`src/rtl/eld_pkg.sv`:
```
package eld_pkg;
  typedef enum logic [2:0] {
    SEL_CMD   = 3'd0,
    SEL_EEADR = 3'd1,
    SEL_EEDAT = 3'd2,
    SEL_MBASE = 3'd3,
    SEL_LOAD  = 3'd4
  } sel_e;

  typedef enum logic [2:0] {
    ST_IDLE, ST_SGL, ST_AHI, ST_ALO, ST_LEN, ST_DAT, ST_MEM
  } st_e;

  localparam int CMD_WR_BIT   = 0;
  localparam int CMD_RD_BIT   = 1;
  localparam int CMD_BUSY_BIT = 2;
endpackage

```
`src/rtl/eld_regs.sv`:
```
module eld_regs
  import eld_pkg::*;
#(
  parameter int HOST_W = 32,
  parameter int EE_AW  = 16,
  parameter int BYTE_W = 8,
  parameter int BASE_W = 9
) (
  input  logic              clk,
  input  logic              rst_n,
  input  logic              host_wr,
  input  logic [2:0]        host_sel,
  input  logic [HOST_W-1:0] host_wdata,
  output logic [HOST_W-1:0] host_rdata,
  input  logic              fsm_active,
  input  logic              clr_single,
  input  logic              load_data,
  input  logic [BYTE_W-1:0] load_byte,
  input  logic              clr_burst,
  output logic              rq_rd,
  output logic              rq_wr,
  output logic              burst_q,
  output logic [EE_AW-1:0]  addr_q,
  output logic [BYTE_W-1:0] data_q,
  output logic [BASE_W-1:0] base_q,
  output logic              busy
);

  assign busy = rq_rd | rq_wr | burst_q | fsm_active;

  always_ff @(posedge clk or negedge rst_n) begin
    if (!rst_n) begin
      rq_rd   <= 1'b0;
      rq_wr   <= 1'b0;
      burst_q <= 1'b0;
      addr_q  <= '0;
      data_q  <= '0;
      base_q  <= '0;
    end else begin
      if (host_wr && !busy) begin
        case (sel_e'(host_sel))
          SEL_CMD: begin
            rq_wr <= host_wdata[CMD_WR_BIT];
            rq_rd <= host_wdata[CMD_RD_BIT];
          end
          SEL_EEADR: addr_q  <= host_wdata[EE_AW-1:0];
          SEL_EEDAT: data_q  <= host_wdata[BYTE_W-1:0];
          SEL_MBASE: base_q  <= host_wdata[BASE_W-1:0];
          SEL_LOAD:  burst_q <= host_wdata[0];
          default: ;
        endcase
      end
      if (clr_single) begin
        rq_rd <= 1'b0;
        rq_wr <= 1'b0;
      end
      if (load_data) data_q <= load_byte;
      if (clr_burst) burst_q <= 1'b0;
    end
  end

  always_comb begin
    host_rdata = '0;
    case (sel_e'(host_sel))
      SEL_CMD: begin
        host_rdata[CMD_WR_BIT]   = rq_wr;
        host_rdata[CMD_RD_BIT]   = rq_rd;
        host_rdata[CMD_BUSY_BIT] = busy;
      end
      SEL_EEADR: host_rdata[EE_AW-1:0]  = addr_q;
      SEL_EEDAT: host_rdata[BYTE_W-1:0] = data_q;
      SEL_MBASE: host_rdata[BASE_W-1:0] = base_q;
      SEL_LOAD:  host_rdata[0]          = burst_q;
      default: ;
    endcase
  end

  AST_LOCKED_WHILE_BUSY: assert property (@(posedge clk) disable iff (!rst_n)
    (busy && host_wr) |=> ($stable(addr_q) && $stable(base_q))) else $error("locked regs changed");
  AST_CLR_ONLY_PENDING: assert property (@(posedge clk) disable iff (!rst_n)
    clr_single |-> (rq_rd || rq_wr)) else $error("single done without request");
endmodule

```
`src/rtl/eld_eeport.sv`:
```
module eld_eeport #(
  parameter int EE_AW  = 16,
  parameter int BYTE_W = 8
) (
  input  logic              clk,
  input  logic              rst_n,
  input  logic              go,
  input  logic              go_rd,
  input  logic [EE_AW-1:0]  go_addr,
  input  logic [BYTE_W-1:0] go_wdata,
  output logic              ee_req,
  output logic              ee_rd_nwr,
  output logic [EE_AW-1:0]  ee_addr,
  output logic [BYTE_W-1:0] ee_wdata,
  input  logic              ee_ready,
  output logic              fin
);

  assign fin = ee_req & ee_ready;

  always_ff @(posedge clk or negedge rst_n) begin
    if (!rst_n) begin
      ee_req    <= 1'b0;
      ee_rd_nwr <= 1'b1;
      ee_addr   <= '0;
      ee_wdata  <= '0;
    end else if (go) begin
      ee_req    <= 1'b1;
      ee_rd_nwr <= go_rd;
      ee_addr   <= go_addr;
      ee_wdata  <= go_wdata;
    end else if (fin) begin
      ee_req <= 1'b0;
    end
  end

  AST_REQ_HOLD: assert property (@(posedge clk) disable iff (!rst_n)
    (ee_req && !ee_ready) |=> (ee_req && $stable(ee_addr) && $stable(ee_rd_nwr) && $stable(ee_wdata)))
    else $error("request dropped or changed");
  AST_GO_WHEN_FREE: assert property (@(posedge clk) disable iff (!rst_n)
    go |-> (!ee_req || ee_ready)) else $error("new request over pending one");
endmodule

```
`src/rtl/eld_ctrl.sv`:
```
module eld_ctrl
  import eld_pkg::*;
#(
  parameter int EE_AW  = 16,
  parameter int BYTE_W = 8,
  parameter int BASE_W = 9
) (
  input  logic                      clk,
  input  logic                      rst_n,
  input  logic                      rq_rd,
  input  logic                      rq_wr,
  input  logic                      burst_q,
  input  logic [EE_AW-1:0]          addr_q,
  input  logic [BYTE_W-1:0]         data_q,
  input  logic [BASE_W-1:0]         base_q,
  input  logic                      fin,
  input  logic [BYTE_W-1:0]         fin_data,
  input  logic                      cur_rd,
  input  logic                      port_req,
  output logic                      go,
  output logic                      go_rd,
  output logic [EE_AW-1:0]          go_addr,
  output logic [BYTE_W-1:0]         go_wdata,
  output logic                      clr_single,
  output logic                      load_data,
  output logic                      clr_burst,
  output logic                      fsm_active,
  output logic                      mem_valid,
  input  logic                      mem_ready,
  output logic [BASE_W+2*BYTE_W-2:0] mem_addr,
  output logic [BYTE_W-1:0]         mem_data
);
  localparam int TGT_W = 2 * BYTE_W;
  localparam int LOW_W = TGT_W - 1;

  st_e               st, nxt;
  logic [EE_AW-1:0]  ptr_q;
  logic [TGT_W-1:0]  tgt_q;
  logic [BYTE_W-1:0] cnt_q;
  logic [BYTE_W-1:0] mbuf_q;

  assign fsm_active = (st != ST_IDLE);
  assign mem_valid  = (st == ST_MEM);
  assign mem_addr   = {base_q, tgt_q[LOW_W-1:0]};
  assign mem_data   = mbuf_q;

  always_comb begin
    nxt        = st;
    go         = 1'b0;
    go_rd      = 1'b1;
    go_addr    = ptr_q;
    go_wdata   = data_q;
    clr_single = 1'b0;
    load_data  = 1'b0;
    clr_burst  = 1'b0;
    case (st)
      ST_IDLE: begin
        if (rq_rd || rq_wr) begin
          go      = 1'b1;
          go_rd   = rq_rd;
          go_addr = addr_q;
          nxt     = ST_SGL;
        end else if (burst_q) begin
          go  = 1'b1;
          nxt = ST_AHI;
        end
      end
      ST_SGL: begin
        if (fin) begin
          clr_single = 1'b1;
          load_data  = cur_rd;
          nxt        = ST_IDLE;
        end
      end
      ST_AHI: begin
        if (fin) begin
          go  = 1'b1;
          nxt = ST_ALO;
        end
      end
      ST_ALO: begin
        if (fin) begin
          go  = 1'b1;
          nxt = ST_LEN;
        end
      end
      ST_LEN: begin
        if (fin) begin
          if (fin_data == '0) begin
            clr_burst = 1'b1;
            nxt       = ST_IDLE;
          end else begin
            go  = 1'b1;
            nxt = ST_DAT;
          end
        end
      end
      ST_DAT: begin
        if (fin) nxt = ST_MEM;
      end
      ST_MEM: begin
        if (mem_ready) begin
          go  = 1'b1;
          nxt = (cnt_q == BYTE_W'(1)) ? ST_AHI : ST_DAT;
        end
      end
      default: nxt = ST_IDLE;
    endcase
  end

  always_ff @(posedge clk or negedge rst_n) begin
    if (!rst_n) begin
      st     <= ST_IDLE;
      ptr_q  <= '0;
      tgt_q  <= '0;
      cnt_q  <= '0;
      mbuf_q <= '0;
    end else begin
      st <= nxt;
      if (go) ptr_q <= go_addr + EE_AW'(1);
      case (st)
        ST_AHI: if (fin) tgt_q[TGT_W-1 -: BYTE_W] <= fin_data;
        ST_ALO: if (fin) tgt_q[BYTE_W-1:0] <= fin_data;
        ST_LEN: if (fin) cnt_q <= fin_data;
        ST_DAT: if (fin) mbuf_q <= fin_data;
        ST_MEM: if (mem_ready) begin
          tgt_q <= tgt_q + TGT_W'(1);
          cnt_q <= cnt_q - BYTE_W'(1);
        end
        default: ;
      endcase
    end
  end

  AST_MEM_HOLD: assert property (@(posedge clk) disable iff (!rst_n)
    (mem_valid && !mem_ready) |=> (mem_valid && $stable(mem_addr) && $stable(mem_data)))
    else $error("memory byte dropped or changed");
  AST_NO_EE_WHILE_MEM: assert property (@(posedge clk) disable iff (!rst_n)
    mem_valid |-> !port_req) else $error("EEPROM busy while byte waits");
  AST_COUNT_NONZERO: assert property (@(posedge clk) disable iff (!rst_n)
    mem_valid |-> (cnt_q != '0)) else $error("data byte after zero count");
endmodule

```
`src/rtl/eeprom_loader.sv`:
```
module eeprom_loader #(
  parameter int HOST_W = 32,
  parameter int EE_AW  = 16,
  parameter int BASE_W = 9
) (
  input  logic                 clk,
  input  logic                 rst_n,
  input  logic                 host_wr,
  input  logic [2:0]           host_sel,
  input  logic [HOST_W-1:0]    host_wdata,
  output logic [HOST_W-1:0]    host_rdata,
  output logic                 ee_req,
  output logic                 ee_rd_nwr,
  output logic [EE_AW-1:0]     ee_addr,
  output logic [7:0]           ee_wdata,
  input  logic                 ee_ready,
  input  logic [7:0]           ee_rdata,
  output logic                 mem_valid,
  input  logic                 mem_ready,
  output logic [BASE_W+14:0]   mem_addr,
  output logic [7:0]           mem_data
);
  localparam int BYTE_W = 8;

  logic              rq_rd, rq_wr, burst_q, busy;
  logic [EE_AW-1:0]  addr_q;
  logic [BYTE_W-1:0] data_q;
  logic [BASE_W-1:0] base_q;
  logic              fsm_active, clr_single, load_data, clr_burst;
  logic              go, go_rd, fin;
  logic [EE_AW-1:0]  go_addr;
  logic [BYTE_W-1:0] go_wdata;

  eld_regs #(.HOST_W(HOST_W), .EE_AW(EE_AW), .BYTE_W(BYTE_W), .BASE_W(BASE_W)) u_regs (
    .clk(clk), .rst_n(rst_n), .host_wr(host_wr), .host_sel(host_sel),
    .host_wdata(host_wdata), .host_rdata(host_rdata), .fsm_active(fsm_active),
    .clr_single(clr_single), .load_data(load_data), .load_byte(ee_rdata),
    .clr_burst(clr_burst), .rq_rd(rq_rd), .rq_wr(rq_wr), .burst_q(burst_q),
    .addr_q(addr_q), .data_q(data_q), .base_q(base_q), .busy(busy)
  );

  eld_eeport #(.EE_AW(EE_AW), .BYTE_W(BYTE_W)) u_port (
    .clk(clk), .rst_n(rst_n), .go(go), .go_rd(go_rd), .go_addr(go_addr),
    .go_wdata(go_wdata), .ee_req(ee_req), .ee_rd_nwr(ee_rd_nwr),
    .ee_addr(ee_addr), .ee_wdata(ee_wdata), .ee_ready(ee_ready), .fin(fin)
  );

  eld_ctrl #(.EE_AW(EE_AW), .BYTE_W(BYTE_W), .BASE_W(BASE_W)) u_ctrl (
    .clk(clk), .rst_n(rst_n), .rq_rd(rq_rd), .rq_wr(rq_wr), .burst_q(burst_q),
    .addr_q(addr_q), .data_q(data_q), .base_q(base_q), .fin(fin),
    .fin_data(ee_rdata), .cur_rd(ee_rd_nwr), .port_req(ee_req), .go(go),
    .go_rd(go_rd), .go_addr(go_addr), .go_wdata(go_wdata),
    .clr_single(clr_single), .load_data(load_data), .clr_burst(clr_burst),
    .fsm_active(fsm_active), .mem_valid(mem_valid), .mem_ready(mem_ready),
    .mem_addr(mem_addr), .mem_data(mem_data)
  );

  AST_BURST_CLEARS_IDLE: assert property (@(posedge clk) disable iff (!rst_n)
    $fell(burst_q) |-> !fsm_active) else $error("load bit cleared mid-burst");
endmodule

```
`config.mk`:
```
export PLATFORM = sky130hd
export DESIGN_NAME = eeprom_loader
export DESIGN_NICKNAME = d
export VERILOG_FILES = /design/src/rtl/eld_pkg.sv /design/src/rtl/eld_regs.sv /design/src/rtl/eld_eeport.sv /design/src/rtl/eld_ctrl.sv /design/src/rtl/eeprom_loader.sv
export SDC_FILE = /design/constraint.sdc
export NUM_CORES = 1
export LEC_CHECK = 0
export CAP_MARGIN = 20
export CELL_PAD_IN_SITES_DETAIL_PLACEMENT = 1
export CELL_PAD_IN_SITES_GLOBAL_PLACEMENT = 2
export CORE_UTILIZATION = 35
export CTS_BUF_LIST = sky130_fd_sc_hd__clkbuf_8
export CTS_CLUSTER_SIZE = 16
export DETAILED_ROUTE_END_ITERATION = 8
export DONT_BUFFER_PORTS = 1
export PLACE_DENSITY_LB_ADDON = 0.1
export SLEW_MARGIN = 30
export SYNTH_ARGS = -nofsm -noshare
export SYNTH_HDL_FRONTEND = slang
export SYNTH_SLANG_ARGS = --single-unit
export TNS_END_PERCENT = 5
```
`constraint.sdc`:
```
create_clock -name clk -period 3.1 [get_ports clk]
set_clock_uncertainty 0.15 [all_clocks]
set_input_delay 0.62 -clock clk [delete_from_list [all_inputs] [get_ports clk]]
set_output_delay 0.62 -clock clk [all_outputs]
set_load 0.005 [all_outputs]
```
### After elaboration in Yosys (flattened, before gate mapping)

Cells that the tools add are included.
Widths: inputs -> output; s select.

* bitwise logic cells: 4
* add/subtract/negate cells: 3
* muxes and demuxes: 53
* reduce and logical (&&, ||, !) cells: 28
* equality and inequality tests: 18

Operators by type and width (count)
* $mux 16: 3
* $pmux 8 s2: 3
* $mux 8: 5
* $add 16x1->16 const B: 2
* $mux 3: 10
* $mux 1: 25
* $pmux 3 s7: 1
* $reduce_bool 2->1: 10
* $pmux 5 s3: 1
* $eq 3x2->1 const B: 4
* $eq 3x3->1 const B: 4
* $reduce_and 2->1: 6
* $ne 2x2->1 const B: 5
* $reduce_and 3->1: 3
* $eq 8x1->1 const B: 1
* $logic_not 8->1: 1
* $pmux 2 s4: 1
* $sub 8x1->8 const B: 1
* $mux 7: 1
* $reduce_and 7->1: 1
* $eq 3x1->1 const B: 2
* $logic_not 3->1: 2
* $pmux 1 s5: 1
* $pmux 1 s4: 1
* other kinds (10): 12

* flip-flop bits (word level): 113
* input bits: 48
* word-level logic and storage cells: 122

### Depth between registers and ports, before layout

Gate-level depths: netlist of run 1.

* word-level depth: 7
* depth in mapped cells: 12
* gate-level depth less buffers: 9

### Hierarchy

Synthesis of run 1 repeated with hierarchy kept, for this count alone.

* cell total of the unflattened synthesis: 650
* area, all modules: 6580.1 um2

By module, submodules not included
* eld_ctrl: area each 3564.7 um2, times used 1, cells each 420, sequential area each 1251.2 um2
* eld_regs: area each 1941.9 um2, times used 1, cells each 173, sequential area each 900.9 um2
* eld_eeport: area each 1073.5 um2, times used 1, cells each 57, sequential area each 651.9 um2

### Worst setup path after synthesis of run 1

Ideal clock, no wire load.

* path type: flip-flop to flip-flop
* from: register u_ctrl.st[2]
* to: register u_ctrl.ptr_q[10]
* clock period less this slack: 3030 ps
* data required time: 2824 ps
* slack: 70 ps
* arrival: 2754 ps
* path buffers: 3
* library setup time: 126 ps
* stages on the path, launching flop included: 13
* cells stage by stage: dfrtp_1 -> buf_6 -> nor3_4 -> nand2_1 -> buf_2 -> mux2_2 -> ha_1 -> nand3_1 -> or3_1 -> clkbuf_1 -> o21ai_0 -> o211ai_1 -> a221o_1

* cells in the longest elaborated chain, start to end: 3

Ends and longest elaborated chain
* from (decl): line eld_ctrl.sv:36 `st_e st, nxt;`
* from (signal assigned): line eld_ctrl.sv:119 `st <= nxt;`
* $logic_not 3->1: line eld_ctrl.sv:56 `case (st)`
* $mux 16: line eld_ctrl.sv:56
* net go_addr[1]: line eeprom_loader.sv:31 `logic [EE_AW-1:0] go_addr;`
* $add 16x1->16: line eld_ctrl.sv:120 `if (go) ptr_q <= go_addr + EE_AW'(1);`
* to (signal assigned): line eld_ctrl.sv:120
* to (decl): line eld_ctrl.sv:37 `logic [EE_AW-1:0] ptr_q;`

The timed path passes the listed nets, and every way through them passes these cells.
A chain may end at the register's enable or synchronous reset.

### Worst setup path in the final report of run 1

* from: register u_regs.rq_rd
* to: output port host_rdata[2]

* cells in the longest elaborated chain, start to end: 4

Ends and longest elaborated chain
* from (decl): line eld_regs.sv:20 `output logic rq_rd,`
* from (signal assigned): line eld_regs.sv:44 `rq_rd <= host_wdata[CMD_RD_BIT];`
* $or 1x1->1 (3 in series): line eld_regs.sv:29 `assign busy = rq_rd | rq_wr | burst_q | fsm_active;`
* $pmux 2 s4: line eld_regs.sv:64 `case (sel_e'(host_sel))`
* to (decl): line eeprom_loader.sv:11 `output logic [HOST_W-1:0] host_rdata,`

No other way between the ends.

==> results.sh, run 1 <==
export IMPL_status="finished with violations"
export IMPL_violations_in_the_final_reports="hold timing"
export IMPL_fin_cells=926
export IMPL_cts_repair_timing_setup_buffer_count=0
export IMPL_ys_warnings_count=0
export IMPL_synth_cell_type_count=75
export IMPL_setup_repair_after_global_routing_missed_its_margin="false"
export IMPL_worst_path_dominant_cell_family="simple AND/OR/NAND/NOR gates"
export IMPL_complex_gate_fraction_of_the_synthesized_area_pct=18.6
export IMPL_number_of_global_route_vias_before_repair=5366
export IMPL_wirelength_um=20100
export IMPL_maxCapViolations=0
export IMPL_grt_antenna_before_repair=0
export IMPL_timing_critical_path_to_type="output port"
export IMPL_area_delta_synth_final_pct=6.38
export IMPL_io_buffer_count=0
export IMPL_period_needed_ns=3.00
export IMPL_grt_first_pass_wirelength_um=31400
export IMPL_report_final_setup_viol=0
export IMPL_arrival_ns=2.23
export IMPL_syn_avg_cell_area_sq_um=9.18
export IMPL_hold_worst_slack_ns=-0.241
export IMPL_final_min_period_over_clock_period_pct=96.7
export IMPL_cts_made_buffers=9
export IMPL_critical_path_max_stage_delay_ns=0.48
export IMPL_drc_errors=0
export IMPL_worstSkewPairLatency_ns=0.41
export IMPL_p_leak_nw=2.97
export IMPL_count_of_flip_flops_with_a_built_in_enable_after_synthesis=0
export IMPL_relSlewSlack_pct=44.8
export IMPL_layout_drive_gt1_share_pct=14.5
export IMPL_detailroute_via_count=5349
export IMPL_power_total_mw=6.08
export IMPL_synth_async_reset_ratio_pct=100
export IMPL_post_synth_xor_area_fraction_pct=0.136
export IMPL_worst_path_max_fanout=6
export IMPL_design_core_area_sq_um=18000
export IMPL_start_util_pct=35.8
export IMPL_start_kind="register"
export IMPL_die_h_um=138
export IMPL_ant_nets=0
export IMPL_cts_htree_levels=3
export IMPL_clock_tree_buffer_depth=2
export IMPL_finish_net_count=744
export IMPL_hold_removal_path_class="input pin to asynchronous set/reset pin"
export IMPL_clock_root_buffer="sky130_fd_sc_hd__clkbuf_8"
export IMPL_final_critical_path_setup_slack_ns=0.103
export IMPL_main_combinational_cell_family_by_area_after_synthesis="simple AND/OR/NAND/NOR gates"
export IMPL_dp_hpwl_um=14500
export IMPL_timing_final_max_slew_violations=0
export IMPL_place_ws_ns=0.271
export IMPL_antenna_diode_count=0
export IMPL_synth_simple_gate_area_share_pct=20.7
export IMPL_syn_area_sq_um=6450
export IMPL_synth_adder_area_share_pct=0.776
export IMPL_p_per_area_nw_per_um2=886
export IMPL_post_drt_via_cell_ratio=5.78
export IMPL_timing_critical_path_cells="nor3_1, nand2_1, mux4_2, nor2b_1"
export IMPL_gr_usage_all_layers_pct=22.1
export IMPL_crit_path_class="register to output port"
export IMPL_number_of_cells_produced_by_synthesis=702
export IMPL_synth_seq_cells=112
export IMPL_crit_required_ns=2.33
export IMPL_fp_dieArea_sq_um=19000
export IMPL_row_count=49
export IMPL_dp_cells=910
export IMPL_cts_tree="done"
export IMPL_top_level_ports=139
export IMPL_gpl_final_weighted_congestion=0.830
export IMPL_routed_wire_length_per_instance_um=21.7
export IMPL_irDropWorstVdd_uv=347
export IMPL_detailedRoute_firstIterationViolations=235
export IMPL_synthMuxAreaShare_pct=10.2
export IMPL_maxClockFrequency_mhz=334
export IMPL_fin_setup_tns_ns=0
export IMPL_numClockSinks=112
export IMPL_tightest_slew_ns=0.823
export IMPL_worst_path_max_delay_cell="sky130_fd_sc_hd__mux4_2"
export IMPL_post_cts_resized=0
export IMPL_worst_path_buf_inv=0
export IMPL_timing_hold_violations_final=111
export IMPL_synth_ff_type="sky130_fd_sc_hd__dfrtp_1"
export IMPL_clk_pin_slew_worst_paths_ns=0.12
export IMPL_seq_area_frac_synth_pct=43.5
export IMPL_drt_first_pass_iters=4
export IMPL_globalRouteOverflowTotal=0
export IMPL_grt_start_max_net_pins=113
export IMPL_fp_dieW_um=138
## cells in the final DEF (no fill, tap or decap), drive strengths merged, types with 8 or more instances in the layout
cell type / count
nand4: 11
mux2i: 16
clkbuf: 9
dfrtp: 111
and3: 15
nor2: 58
a211oi: 8
a22o: 8
a21oi: 56
nor4: 9
nand3: 17
nor3: 26
nand2: 88
mux2: 40
conb: 16
a31oi: 12
buf: 26
o21ai: 44
inv: 15
## layout make-up
type,instances,area (sq um)
Clock buffer,9,124
Tap cell,229,287
Inverter,13,48.8
Sequential cell,112,2800
Fill cell,2136,11200
Clock inverter,7,95.1
Timing Repair Buffer,26,195
Multi-Input combinational cell,530,3310
## where the power goes
| group | internal [mW] | total, mW | switching [mW] |
|---|---|---|---|
| Sequential | 2.07 | 2.84 | 0.773 |
| Combinational | 0.958 | 2.29 | 1.33 |
| Clock | 0.331 | 0.948 | 0.617 |
## synth_stat cells, drive strengths merged (8+ instances only)
library cell,n,area [sq um]
buf,38,255
a21oi,56,292
inv,13,48.8
a211oi,8,60.1
mux2,40,450
mux2i,16,160
nor3,26,151
a22o,8,70.1
a31oi,12,75.1
dfrtp,111,2780
nand3,17,90.1
nor2,58,220
o21ai,44,220
and3,15,93.8
nand2,88,330
nand4,11,68.8
clkbuf,24,90.1
nor4,9,77.6
## worst register-to-register path: stages (launching register included)
cell and delay (ns):
sky130_fd_sc_hd__dfrtp_1 0.46, sky130_fd_sc_hd__or2_2 0.34, sky130_fd_sc_hd__nand2_1 0.16, sky130_fd_sc_hd__mux2_2 0.19, sky130_fd_sc_hd__ha_1 0.17, sky130_fd_sc_hd__nand3_1 0.11
sky130_fd_sc_hd__or3_1 0.45, sky130_fd_sc_hd__o21ai_0 0.24, sky130_fd_sc_hd__o211ai_1 0.13, sky130_fd_sc_hd__a221o_1 0.36
## state kept, by name, summed over array words and instances, names as in the netlist
name / count
u_regs.rq_wr: 1
u_ctrl.tgt_q: 15
u_regs.addr_q: 16
u_regs.data_q: 8
u_port.ee_req: 1
u_port.ee_addr: 16
u_regs.base_q: 9
u_ctrl.mem_data: 8
u_ctrl.ptr_q: 16
u_regs.burst_q: 1
u_port.ee_wdata: 8
u_port.ee_rd_nwr: 1
u_ctrl.cnt_q: 8
u_ctrl.st: 3
u_regs.rq_rd: 1
## logic make-up (layout without fill, tap and decap cells)
family          after synthesis  count (layout)
compound gates              185             185
xor+xnor                      1               1
fa+ha+maj                     4               4
buf+inv                      75              55
flops                       112             112
mux                          58              58
other cells                   1              16
simple gates                266             266
## per-stage QoR
step                cell area [sq um]  util, %  hold WS, ns
floorplan                        6500        -        0.174
global placement                 6640     36.8        0.182
detailed placement               6640     36.8        0.181
CTS                              6860     38.1       -0.294
global route                     6860     38.1       -0.283
finish                           6860     38.1       -0.241
## worst paths after layout
kind                                                from                       endpoint  slack, ns  depth (start not counted)
setup / recovery                u_regs.rq_rd$_DFFE_PN0P_                  host_rdata[2]       0.10                          4
hold / removal                                     rst_n  u_port.ee_addr[2]$_DFFE_PN0P_      -0.24                          0
setup reg to reg                u_regs.rq_rd$_DFFE_PN0P_   u_ctrl.ptr_q[10]$_DFFE_PN0P_       0.24                          9
hold reg to reg            u_port.ee_addr[6]$_DFFE_PN0P_  u_port.ee_addr[6]$_DFFE_PN0P_       0.35                          2
max in group asynchronous                          rst_n   u_port.ee_rd_nwr$_DFFE_PN1P_       2.73                          0
min in group clk                                ee_ready      u_port.ee_req$_DFFE_PN0P_       0.16                          1
## metal layers
metal	routed length (um)	vias up	track usage [%]
li1	-	2498	-
met2	9530	103	35.1
met1	9320	2740	29.8
met5	0	-	0
met3	1120	8	6.51
met4	136	0	3.80
Note: power is estimated with default switching activity, not from simulation.
==> inputs of run 2 (changes only) <==
CORE_UTILIZATION = 36   (was 35)
==> run 2 against run 1 <==
- cell count down 0.54%
- largest power group unchanged
- power up 0.28%
- sequential power about the same
- hold slack worse by 0.0016 ns
- the flow still finishes with violations (hold timing)
- first-iteration DRC count up 11%
- clock power up 0.7%
- count of clock-buffer cells in the layout up 1
- largest cell class unchanged
- critical path depth unchanged
- non-clock buffer count down 1
- utilization up 1.2 points
==> results.sh, run 2 (synthesis results as in run 1) <==
export IMPL_status="finished with violations"
export IMPL_violations_in_the_final_reports="hold timing"
export IMPL_design_core_area_sq_um=17400
export IMPL_layout_drive_gt1_share_pct=14.4
export IMPL_cts_htree_levels=3
export IMPL_design_area_sq_um=6840
export IMPL_arrival_ns=2.07
export IMPL_numClockSinks=112
export IMPL_cts_tree="done"
export IMPL_crit_required_ns=2.33
export IMPL_start_util_pct=37.0
export IMPL_die_h_um=136
export IMPL_detailedRoute_firstIterationViolations=261
export IMPL_cts_made_buffers=9
export IMPL_critical_path_max_stage_delay_ns=0.48
export IMPL_filler_cell_count=2064
export IMPL_place_ws_ns=0.347
export IMPL_fp_dieW_um=136
export IMPL_number_of_global_route_vias_before_repair=5740
export IMPL_clock_root_buffer="sky130_fd_sc_hd__clkbuf_8"
export IMPL_period_needed_ns=2.84
export IMPL_io_buffer_count=0
export IMPL_worst_path_buf_inv=0
export IMPL_gr_usage_all_layers_pct=23.3
export IMPL_globalRouteOverflowTotal=0
export IMPL_p_per_area_nw_per_um2=891
export IMPL_antenna_diode_count=0
export IMPL_worstSkewPairLatency_ns=0.39
export IMPL_drt_first_pass_iters=4
export IMPL_gpl_final_weighted_congestion=0.826
export IMPL_fp_dieArea_sq_um=18400
export IMPL_irDropWorstVdd_uv=333
export IMPL_commonest_cells_after_routing_fill_and_taps_aside="111 x sky130_fd_sc_hd__dfrtp_1, 88 x sky130_fd_sc_hd__nand2_1, 57 x sky130_fd_sc_hd__nor2_1, 55 x sky130_fd_sc_hd__a21oi_1, 42 x sky130_fd_sc_hd__o21ai_0"
export IMPL_hold_removal_path_class="input pin to asynchronous set/reset pin"
export IMPL_maxClockFrequency_mhz=352
export IMPL_worst_path_dominant_cell_family="simple AND/OR/NAND/NOR gates"
export IMPL_clock_tree_buffer_depth=2
export IMPL_post_dp_cell_area_sq_um=6630
export IMPL_crit_path_class="register to output port"
export IMPL_fin_setup_tns_ns=0
export IMPL_start_kind="register"
export IMPL_hold_worst_slack_ns=-0.243
export IMPL_cts_repair_timing_setup_buffer_count=0
export IMPL_dp_cells=905
export IMPL_detailroute_via_count=5374
export IMPL_wirelength_um=20300
export IMPL_worst_path_max_fanout=6
export IMPL_final_min_period_over_clock_period_pct=91.7
export IMPL_timing_critical_path_cells="nor3_2, nand2_1, mux4_2, nor2b_1"
export IMPL_timing_final_max_slew_violations=0
export IMPL_row_count=48
export IMPL_power_total_mw=6.09
export IMPL_finish_net_count=743
export IMPL_clk_pin_slew_worst_paths_ns=0.12
export IMPL_area_delta_synth_final_pct=6.05
export IMPL_top_level_ports=139
export IMPL_maxCapViolations=0
export IMPL_tightest_slew_ns=0.782
export IMPL_p_leak_nw=2.97
export IMPL_relSlewSlack_pct=47.9
export IMPL_timing_critical_path_to_type="output port"
export IMPL_post_drt_via_cell_ratio=5.83
export IMPL_drc_errors=0
export IMPL_dp_hpwl_um=14600
export IMPL_layout_top_registers="u_ctrl.ptr_q (16), u_port.ee_addr (16), u_regs.addr_q (16)"
export IMPL_worst_path_max_delay_cell="sky130_fd_sc_hd__mux4_2"
export IMPL_grt_first_pass_wirelength_um=32800
export IMPL_layout_commonest_cell="sky130_fd_sc_hd__dfrtp_1"
export IMPL_routed_wire_length_per_instance_um=22.0
export IMPL_grt_start_max_net_pins=113
export IMPL_timing_hold_violations_final=112
export IMPL_ant_nets=0
export IMPL_setup_repair_after_global_routing_missed_its_margin="false"
export IMPL_fin_cells=921
export IMPL_final_critical_path_setup_slack_ns=0.256
export IMPL_grt_antenna_before_repair=0
export IMPL_report_final_setup_viol=0
-- run 2: cell count changes in the layout (fill, tap and decap cells not counted), sizes merged --
cell and delta:
inv +1, clkinv -3, clkbuf +1, bufinv +1
buf -1
-- run 2: area by class of cell --
| cell class | instances | area [sq um] | share of cell area (%) |
|---|---|---|---|
| Tap cell | 225 | 282 | 4.12 |
| Sequential cell | 112 | 2800 | 41.0 |
| Clock inverter | 6 | 67.6 | 0.988 |
| Multi-Input combinational cell | 530 | 3310 | 48.4 |
| Timing Repair Buffer | 25 | 188 | 2.74 |
| Clock buffer | 10 | 138 | 2.01 |
| Inverter | 13 | 48.8 | 0.714 |
-- run 2: metal layers --
layer | track usage [%] | part of all wire [%]
met1 | 31.4 | 45
met2 | 36.4 | 46
met3 | 5.37 | 6.0
met4 | 8.11 | 2.2
met5 | 0 | 0
-- run 2: final timing paths --
| path | start | end | slack [ns] | cells past startpoint |
|---|---|---|---|---|
| max in group asynchronous | rst_n | u_port.ee_rd_nwr$_DFFE_PN1P_ | 2.81 | 0 |
| setup / recovery | u_regs.rq_rd$_DFFE_PN0P_ | host_rdata[2] | 0.26 | 4 |
| hold reg to reg | u_port.ee_addr[6]$_DFFE_PN0P_ | u_port.ee_addr[6]$_DFFE_PN0P_ | 0.36 | 2 |
| min in group clk | ee_ready | u_port.ee_req$_DFFE_PN0P_ | 0.17 | 1 |
| setup reg to reg | u_regs.rq_rd$_DFFE_PN0P_ | u_ctrl.ptr_q[12]$_DFFE_PN0P_ | 0.30 | 10 |
| hold / removal | rst_n | u_ctrl.ptr_q[2]$_DFFE_PN0P_ | -0.24 | 0 |
-- run 2: power by group --
group	internal, mW	total (mW)	leakage [nW]	switching, mW
sequential	2.07	2.85	1.40	0.784
combinational	0.956	2.29	1.47	1.33
clock	0.402	0.955	0.105	0.553
total	3.43	6.09	2.97	2.67
-- run 2: stage by stage --
step | utilization (%) | hold WS (ns)
finish | 39.3 | -0.243
global route | 39.3 | -0.270
CTS | 39.2 | -0.266
detailed placement | 38.1 | 0.180
global placement | 38.1 | 0.179
floorplan | - | 0.174
-- run 2: repair_timing --
item | CTS | global route
hold endpoints to repair | 112 | 112
gates resized for setup | 0 | 1
setup endpoints to repair | 0 | 1
==> inputs of run 3 (changes only) <==
GPL_ROUTABILITY_DRIVEN = 0   (was default)
TNS_END_PERCENT = default   (was 5)
==> results of run 3 <==
No change in the layout: final DEF, timing and power equal those of run 2.
